### config.mk
export PLATFORM = sky130hd
export DESIGN_NAME = qpsk_acs_unit
export DESIGN_NICKNAME = d
export VERILOG_FILES = /design/src/rtl/acs_pkg.sv /design/src/rtl/acs_bmu.sv /design/src/rtl/acs_bfly.sv /design/src/rtl/acs_pmbank.sv /design/src/rtl/qpsk_acs_unit.sv
export SDC_FILE = /design/constraint.sdc
export NUM_CORES = 2
export LEC_CHECK = 0
export BUFFER_PORTS_ARGS = -buffer_cell sky130_fd_sc_hd__buf_2
export CELL_PAD_IN_SITES_DETAIL_PLACEMENT = 1
export CELL_PAD_IN_SITES_GLOBAL_PLACEMENT = 1
export CORE_MARGIN = 8
export CORE_UTILIZATION = 32
export DETAILED_ROUTE_END_ITERATION = 10
export PLACE_DENSITY_LB_ADDON = 0.1
export SLEW_MARGIN = 20
export SYNTH_ARGS = -nofsm -noshare
export SYNTH_HDL_FRONTEND = slang
export SYNTH_SLANG_ARGS = --single-unit
### constraint.sdc
create_clock -name clk -period 16.9 [get_ports clk]
set_clock_uncertainty 0.2 [all_clocks]
set_input_delay 0.845 -clock clk [delete_from_list [all_inputs] [get_ports clk]]
set_output_delay 0.845 -clock clk [all_outputs]
set_load 0.05 [all_outputs]
### src/rtl/acs_pkg.sv
package acs_pkg;
    localparam int K        = 7;
    localparam int NS       = 1 << (K - 1);
    localparam int NBF      = NS / 2;
    localparam int SW       = $clog2(NS);
    localparam int JW       = $clog2(NBF);
    localparam int SOFT_W   = 6;
    localparam int BM_W     = 8;
    localparam int PM_W     = 11;
    localparam int BM_OFS   = 127;
    localparam int INIT_PM  = 256;
    localparam logic [K-1:0] GEN_A = 7'o171;
    localparam logic [K-1:0] GEN_B = 7'o133;

    typedef logic [PM_W-1:0] pm_t;
    typedef logic [BM_W-1:0] bm_t;

    typedef struct packed {
        bm_t m3;
        bm_t m2;
        bm_t m1;
        bm_t m0;
    } bm_word_t;

    function automatic logic pm_less(pm_t a, pm_t b);
        pm_t d;
        d = a - b;
        return d[PM_W-1];
    endfunction

    function automatic bm_t bm_pick(bm_word_t w, logic [1:0] k);
        case (k)
            2'd0:    return w.m0;
            2'd1:    return w.m1;
            2'd2:    return w.m2;
            default: return w.m3;
        endcase
    endfunction

    function automatic logic [1:0] pair_code(logic [JW-1:0] j);
        logic [K-1:0] r;
        r = {1'b0, j, 1'b0};
        return {^(r & GEN_A), ^(r & GEN_B)};
    endfunction
endpackage

### src/rtl/acs_bmu.sv
module acs_bmu
    import acs_pkg::*;
(
    input  logic [SOFT_W-1:0] soft_i,
    input  logic [SOFT_W-1:0] soft_q,
    output bm_word_t          bm
);
    localparam int EW = BM_W + 2;
    localparam logic [SOFT_W-1:0] MOST_NEG = {1'b1, {(SOFT_W-1){1'b0}}};

    logic [SOFT_W-1:0] ic, qc;
    logic signed [EW-1:0] iw, qw, s0, s1, s2, s3;

    always_comb begin
        ic = (soft_i == MOST_NEG) ? MOST_NEG + 1'b1 : soft_i;
        qc = (soft_q == MOST_NEG) ? MOST_NEG + 1'b1 : soft_q;
        iw = {{(EW-SOFT_W){ic[SOFT_W-1]}}, ic};
        qw = {{(EW-SOFT_W){qc[SOFT_W-1]}}, qc};
        s0 = EW'(BM_OFS) + iw + qw;
        s1 = EW'(BM_OFS) + iw - qw;
        s2 = EW'(BM_OFS) - iw + qw;
        s3 = EW'(BM_OFS) - iw - qw;
        bm.m0 = s0[BM_W-1:0];
        bm.m1 = s1[BM_W-1:0];
        bm.m2 = s2[BM_W-1:0];
        bm.m3 = s3[BM_W-1:0];
    end
endmodule

### src/rtl/acs_bfly.sv
module acs_bfly
    import acs_pkg::*;
(
    input  pm_t        pm_even,
    input  pm_t        pm_odd,
    input  bm_word_t   bm,
    input  logic [1:0] code,
    output pm_t        pm_lo,
    output pm_t        pm_hi,
    output logic       dec_lo,
    output logic       dec_hi
);
    pm_t bc, bn, lo_e, lo_o, hi_e, hi_o;

    always_comb begin
        bc   = PM_W'(bm_pick(bm, code));
        bn   = PM_W'(bm_pick(bm, ~code));
        lo_e = pm_even + bc;
        lo_o = pm_odd  + bn;
        hi_e = pm_even + bn;
        hi_o = pm_odd  + bc;
        dec_lo = pm_less(lo_o, lo_e);
        dec_hi = pm_less(hi_o, hi_e);
        pm_lo  = dec_lo ? lo_o : lo_e;
        pm_hi  = dec_hi ? hi_o : hi_e;
    end
endmodule

### src/rtl/acs_pmbank.sv
module acs_pmbank
    import acs_pkg::*;
(
    input  logic          clk,
    input  logic          rst,
    input  logic [JW-1:0] idx,
    input  logic          wr_en,
    input  logic          swap,
    input  pm_t           new_lo,
    input  pm_t           new_hi,
    output pm_t           rd_even,
    output pm_t           rd_odd
);
    pm_t  bank [2][NS];
    logic sel;

    assign rd_even = bank[sel][{idx, 1'b0}];
    assign rd_odd  = bank[sel][{idx, 1'b1}];

    always_ff @(posedge clk) begin
        if (rst) begin
            sel <= 1'b0;
            for (int b = 0; b < 2; b++)
                for (int s = 0; s < NS; s++)
                    bank[b][s] <= (s == 0) ? pm_t'(0) : pm_t'(INIT_PM);
        end else begin
            if (wr_en) begin
                bank[~sel][{1'b0, idx}] <= new_lo;
                bank[~sel][{1'b1, idx}] <= new_hi;
            end
            if (swap) sel <= ~sel;
        end
    end
endmodule

### src/rtl/qpsk_acs_unit.sv
module qpsk_acs_unit
    import acs_pkg::*;
(
    input  logic              clk,
    input  logic              rst,
    input  logic              in_valid,
    output logic              in_ready,
    input  logic [SOFT_W-1:0] in_i,
    input  logic [SOFT_W-1:0] in_q,
    output logic              dec_valid,
    output logic [NS-1:0]     dec_bits,
    output logic [SW-1:0]     best_state,
    output logic [PM_W-1:0]   best_metric
);
    bm_word_t      bm_new, bm_q;
    logic          busy, last;
    logic [JW-1:0] cnt;
    pm_t           rd_even, rd_odd, pm_lo, pm_hi;
    logic          d_lo, d_hi;
    logic [NS-1:0] dec_q;
    logic          dv_q;
    pm_t           best_pm_q, step_pm, next_pm;
    logic [SW-1:0] best_ix_q, step_ix, next_ix;

    acs_bmu u_bmu (.soft_i(in_i), .soft_q(in_q), .bm(bm_new));

    acs_pmbank u_bank (
        .clk(clk), .rst(rst), .idx(cnt), .wr_en(busy), .swap(busy && last),
        .new_lo(pm_lo), .new_hi(pm_hi), .rd_even(rd_even), .rd_odd(rd_odd)
    );

    acs_bfly u_bfly (
        .pm_even(rd_even), .pm_odd(rd_odd), .bm(bm_q), .code(pair_code(cnt)),
        .pm_lo(pm_lo), .pm_hi(pm_hi), .dec_lo(d_lo), .dec_hi(d_hi)
    );

    assign last = (cnt == JW'(NBF - 1));

    // running best: state cnt first, then cnt+NBF; strictly smaller replaces
    always_comb begin
        if (cnt == '0 || pm_less(pm_lo, best_pm_q)) begin
            step_pm = pm_lo;
            step_ix = {1'b0, cnt};
        end else begin
            step_pm = best_pm_q;
            step_ix = best_ix_q;
        end
        if (pm_less(pm_hi, step_pm)) begin
            next_pm = pm_hi;
            next_ix = {1'b1, cnt};
        end else begin
            next_pm = step_pm;
            next_ix = step_ix;
        end
    end

    always_ff @(posedge clk) begin
        if (rst) begin
            busy      <= 1'b0;
            cnt       <= '0;
            bm_q      <= '0;
            dec_q     <= '0;
            dv_q      <= 1'b0;
            best_pm_q <= '0;
            best_ix_q <= '0;
        end else begin
            dv_q <= 1'b0;
            if (!busy) begin
                if (in_valid) begin
                    bm_q <= bm_new;
                    busy <= 1'b1;
                    cnt  <= '0;
                end
            end else begin
                dec_q[{1'b0, cnt}] <= d_lo;
                dec_q[{1'b1, cnt}] <= d_hi;
                best_pm_q <= next_pm;
                best_ix_q <= next_ix;
                cnt <= cnt + 1'b1;
                if (last) begin
                    busy <= 1'b0;
                    dv_q <= 1'b1;
                end
            end
        end
    end

    assign in_ready    = !busy;
    assign dec_valid   = dv_q;
    assign dec_bits    = dec_q;
    assign best_state  = best_ix_q;
    assign best_metric = best_pm_q;


    accept_drop_chk: assert property (@(posedge clk) disable iff (rst)
        (in_valid && in_ready) |=> !in_ready);

    dec_pulse_chk: assert property (@(posedge clk) disable iff (rst)
        dec_valid |=> !dec_valid);

    ready_at_done_chk: assert property (@(posedge clk) disable iff (rst)
        dec_valid |-> in_ready);

    bm_pair_sum_chk: assert property (@(posedge clk) disable iff (rst)
        busy |-> ((9'(bm_q.m0) + 9'(bm_q.m3) == 9'd254) &&
                  (9'(bm_q.m1) + 9'(bm_q.m2) == 9'd254)));

    bm_range_chk: assert property (@(posedge clk) disable iff (rst)
        busy |-> (bm_q.m0 >= 8'd65 && bm_q.m0 <= 8'd189 &&
                  bm_q.m1 >= 8'd65 && bm_q.m1 <= 8'd189));
endmodule

### Word level (Yosys, flattened, before mapping)

Memory sizes are Yosys's and may differ from the RTL's. A register that Yosys moved wholly into a read port is not among the register bits.
Cells that the tools add are included.

| word-level totals | value |
|---|---|
| bits in registers | 121 |
| bits in writable memories | 1408 |
| output and inout port bits | 83 |
| memories | 1 |

Memory list:

| name | depth | bits a word | read ports | clocked after Yosys merged registers in | wr ports | RTL line | text |
|---|---|---|---|---|---|---|---|
| u_bank.bank | 2 | 704 | 1 | 1 | 2 | acs_pmbank.sv:14 | `pm_t bank [2][NS];` |

| cells by class | value |
|---|---|
| add/subtract/negate cells | 15 |
| order comparisons | 10 |
| eq/ne operators | 7 |
| mux-type cells | 747 |
| bitwise gates (word level) | 711 |
| reduce and logical (&&, ||, !) cells | 18 |

Operator list:

| kind | number |
|---|---|
| $mux W704 | 4 |
| $mux W1 | 717 |
| $or A1 B1 Y1 | 704 |
| $reduce_or A704 Y1 | 1 |
| $bmux W11 S6 | 2 |
| $demux W11 S6 | 2 |
| $bwmux W64 | 2 |
| $mux W11 | 10 |
| $pmux W8 S3 | 2 |
| $add A11 B8 Y11 | 4 |
| $sub A11 B11 Y11 | 4 |
| $ge A7 B7 Y1 const B | 4 |
| $mux W6 | 4 |
| $not A6 Y7 | 3 |
| $add A8 B6 Y8 | 2 |
| $sub A8 B6 Y8 | 2 |
| $lt A7 B1 Y1 const B | 2 |
| $reduce_xor A7 Y1 | 2 |
| $eq A6 B6 Y1 const B | 2 |
| $demux W1 S5 | 2 |
| $mux W5 | 2 |
| $add A8 B6 Y8 const A | 1 |
| $sub A8 B6 Y8 const A | 1 |
| $lt A5 B7 Y1 const B | 1 |
| 18 further kinds | 28 |

### Depth between registers and ports, before layout

| logic depth | value |
|---|---|
| depth in word-level cells | 13 |
| depth in mapped cells | 69 |
| depth with buffers taken out | 56 |

### By module

A second synthesis with hierarchy kept.

| unflattened totals | value |
|---|---|
| cells, all modules | 5600 |
| area total of the unflattened synthesis | 73411.7 um2 |

By module, submodules not included:

| module | instances | cells an instance | area an instance (um2) | sequential area each (um2) |
|---|---|---|---|---|
| acs_pmbank | 1 | 4434 | 63986.4 | 42320.6 |
| qpsk_acs_unit | 1 | 689 | 5541.6 | 2402.3 |
| acs_bfly | 1 | 317 | 2683.8 | 0.0 |
| acs_bmu | 1 | 160 | 1199.9 | 0.0 |

### Worst setup path before layout

OpenSTA, ideal clock, no wires.

| timing | value |
|---|---|
| path type | register to register |
| from | register (tool-made name) |
| to | register best_pm_q[9], in the netlist best_metric[9] |
| setup time | 0.086 ns |
| arrival time | 13.882 ns |
| setup slack | 2.732 ns |
| stages on the path, launching flop included | 64 |
| buffers on the path | 13 |
| clock period less this slack | 14.168 ns |
| cells stage by stage | dfxtp_1 buf_6 buf_6 buf_6 buf_8 buf_8 buf_6 buf_1 clkbuf_1 buf_1 mux4_2 mux2i_1 a32oi_1 nand3_1 nand2_1 ha_1 fa_1 a21o_1 (+28 left out) nand2_1 nand2_1 ha_1 a21oi_1 nor2b_1 o21ai_0 nand2b_1 a21oi_1 nor2b_1 o21ai_0 nand2b_1 a21oi_1 nand2b_1 a311o_4 o211a_4 buf_2 o31a_1 a221oi_2 |

RTL lines:

| item | RTL line | text |
|---|---|---|
| end signal: assignment | qpsk_acs_unit.sv:77 | `best_pm_q <= next_pm;` |
| end: declaration | qpsk_acs_unit.sv:22 | `pm_t best_pm_q, step_pm, next_pm;` |

==> impl_metrics.yaml <==
layout:
  drive_above_1_share: 0.196
  area.sequential_sq_um: 44700
  nFillCells: 22900
  area_growth_syn_to_layout_pct: 13.9
  final_common_cell: "edfxtp_1"
  layout_common_cells: "edfxtp_1 (1408), nor2_1 (597), nand2_1 (557), o21ai_0 (352), mux4_2 (342)"
  postLayoutCoreUtil: 0.366
  multi_input_area_sq_um: 24700
  design.final.nets: 5493
timing:
  report.final.slew_viol_count: 0
  layout_setup_ws_ps: 1580
  slew_worst_pin_ps: 1280
  report.final.setup_viol: 0
  fmaxAchievable_ghz: 0.0653
  finalHoldViolations: 0
  totalNegativeSetupSlack_ps: 0
  layout_min_cycle_time_ps: 15320
  setup_repair_after_global_routing_missed_its_margin: "false"
  final_min_period_over_clock_period: 0.907
  max_slew_margin: 0.147
cts:
  number_of_buffers_inserted_by_hold_repair_at_cts: 0
  tritoncts: "built"
  post_cts_resized: 0
  cts_htree_levels: 4
  post-cts-setup-buffer-count: 0
  tritoncts_num_sinks: 1527
  cts_max_path_buffers: 3
  reg_clk_slew_reported_paths_ps: 60
  clk-insertion-delay-late_ps: 840
  cts-root-buf: "clkbuf_16"
  cts_buffers: 179
flow_run:
  max-cap-violations: 0
die:
  fp-row-count: 173
  die_h_um: 488
  start_util: 0.322
  die_area_sq_um: 238000
  ioPinCount: 98
  die-width_um: 488
  core_area_sq_um: 222000
power:
  share_seq_of_total_power: 0.418
  combPwrFrac: 0.239
  p_switching_mw: 3.84
  p_leak_nw: 28.6
  powerDensity_nw_per_um2: 136
  netSwitchingFraction: 0.349
  power_frac_clock: 0.342
  power.internal_mw: 7.18
  irDropWorstVdd_uv: 135
logic_synthesis:
  async_sr_flop_fraction: 0
  synth_enable_flop_cells: 1408
  mappedNetlistNets: 5512
  synth_cell_type_count: 94
  postSynthAreaPerCell_sq_um: 13.2
  synth-warning-count: 0
  post_synth_inst_count: 5393
  ys_dominant_reg_cell: "edfxtp_1"
  sequential_to_total_area_share_from_yosys_stat: 0.626
  yosys_register_bits: 1527
  synth.cell_area_sq_um: 71300
  netlist.top_cell.by_area: "edfxtp_1"
  synth_top_cell_area_share: 0.593
  netlist_top_cells_area: "edfxtp_1 (59%), mux4_2 (11%), dfxtp_1 (3.3%)"
drt:
  drt_pass1_iterations: 7
  dr_total_vias: 48100
  via_per_inst: 5.66
  first_iter_violations: 5176
  antenna_violation_net_count_after_detailed_routing: 0
  finalWirelength_um: 295000
  wl_per_cell_um: 34.7
  detail_route.drc_violations: 0
global_route:
  grt_pass1_vias: 49100
  all_layer_gr_usage: 0.242
  antenna_found_initial: 22
  wire_length_of_the_first_global_routing_pass_um: 409000
  pin_count_of_the_biggest_net_entering_global_routing: 126
  global_route.overflow_total: 0
worst_setup_path:
  critPathMostFrequentCell: "a21oi_1"
  critPathMaxStageDelay_ps: 860
  crit_arrival_ps: 15850
  slowest_stage: "dfxtp_4"
  path_delay_family: "compound AO/OA/AOI/OAI gates"
  critPathKind: "flop to flop"
  timing.critical_path.to_type: "flop"
  crit_buf_inv: 4
  worst-endpoint-required_ps: 17430
  worst-path-max-fanout: 36
  startpoint_type: "flop"
worst_hold_path:
  hold_path_class: "input port to flop"
placement:
  dp.final_hpwl_um: 183000
  post-place-ws_ps: 1760
  io_buffer_count: 97
  place.gp.congestion: 0.849
status:
  run_status: "finished, final reports clean"
[metal layers]
metal | track usage | vias up | routed length [um]
li1 | - | 20100 | -
met1 | 0.343 | 26000 | 132000
met2 | 0.390 | 1713 | 137000
met3 | 0.0348 | 320 | 17700
met4 | 0.0679 | 2 | 8500
met5 | 0 | - | 13
[per-stage QoR]
step	cell area [sq um]	hold WS (ps)	std cells	total power, mW
finish	81300	228	8508	11.0
global route	81200	218	8495	11.3
CTS	81200	153	8493	11.1
detailed placement	75700	252	8168	7.33
global placement	75600	243	8167	7.31
floorplan	71300	239	5393	5.94
[power by group through the flow]
stage                     registers, mW  logic, mW  clock network (mW)
after floorplan                    4.68       1.26                   0
final                              4.61       2.64                3.77
after global placement             4.68       2.63                   0
after detailed placement           4.69       2.64                   0
after CTS                          4.61       2.65                3.84
after global routing               4.63       2.76                3.96
[worst reg2reg max path, delay by kind of cell (launching register included)]
family	cells	cell delay [ps]
buffers and inverters	4	1420
AND/OR/NAND/NOR	15	3540
adder cells (fa/ha/maj)	4	1250
multiplexers	3	1240
AO/OA/AOI/OAI	22	4970
XOR/XNOR	4	1770
flip-flops	1	860
[layout make-up]
type	instances	area share
clock buffer	228	0.0590
sequential	1527	0.550
antenna	15	0.000462
timing repair buffer	307	0.0273
tap	2975	0.0458
multi-input combinational	3251	0.303
clock inverter	97	0.00905
inverter	108	0.00507
[path summary, 6_finish.rpt]
check,from,endpoint,slack (ps),cells past startpoint
max,flop,best_metric[7],1580,52
min,rst,u_bank.sel,230,2
max reg2reg,flop,best_metric[7],1580,52
min reg2reg,best_state[3],best_state[3],260,2
[cells in the mapped netlist, drive strengths merged, types with 10 or more instances]
| cell | n |
|---|---|
| nand2 | 580 |
| or3 | 12 |
| dfxtp | 119 |
| o21bai | 11 |
| nor2b | 25 |
| clkbuf | 407 |
| mux4 | 342 |
| nand2b | 20 |
| o2111ai | 13 |
| nand3 | 116 |
| xor2 | 17 |
| a21oi | 211 |
| nor4 | 19 |
| a22oi | 14 |
| o21ai | 365 |
| inv | 107 |
| and3 | 228 |
| a211oi | 29 |
| mux2i | 158 |
| buf | 100 |
| and2 | 13 |
| a32oi | 16 |
| ha | 98 |
| a31oi | 10 |
| o21a | 13 |
| nor3 | 57 |
| a21o | 27 |
| a221oi | 17 |
| edfxtp | 1408 |
| o22ai | 43 |
| nor2 | 632 |
| xnor2 | 50 |
[sequential cells by signal, indices dropped and copies added (netlist names), named ones only]
register,count
u_bank.bank,1408
dec_bits,64
bm_q,29
best_metric,11
best_state,6
cnt,5
busy,1
dec_valid,1
u_bank.sel,1
[kinds of logic (layout without fill, tap and decap cells)]
family          Yosys count  count (layout)  share of synthesized area
flops                  1527            1527                      0.626
buf+inv                 615             740                     0.0372
compound gates          829             829                     0.0690
simple gates           1741            1741                      0.108
other cells               0              15                          0
xor+xnor                 68              68                    0.00887
fa+ha+maj               104             104                     0.0189
mux                     509             509                      0.132
(Power assumes the default switching activity.)
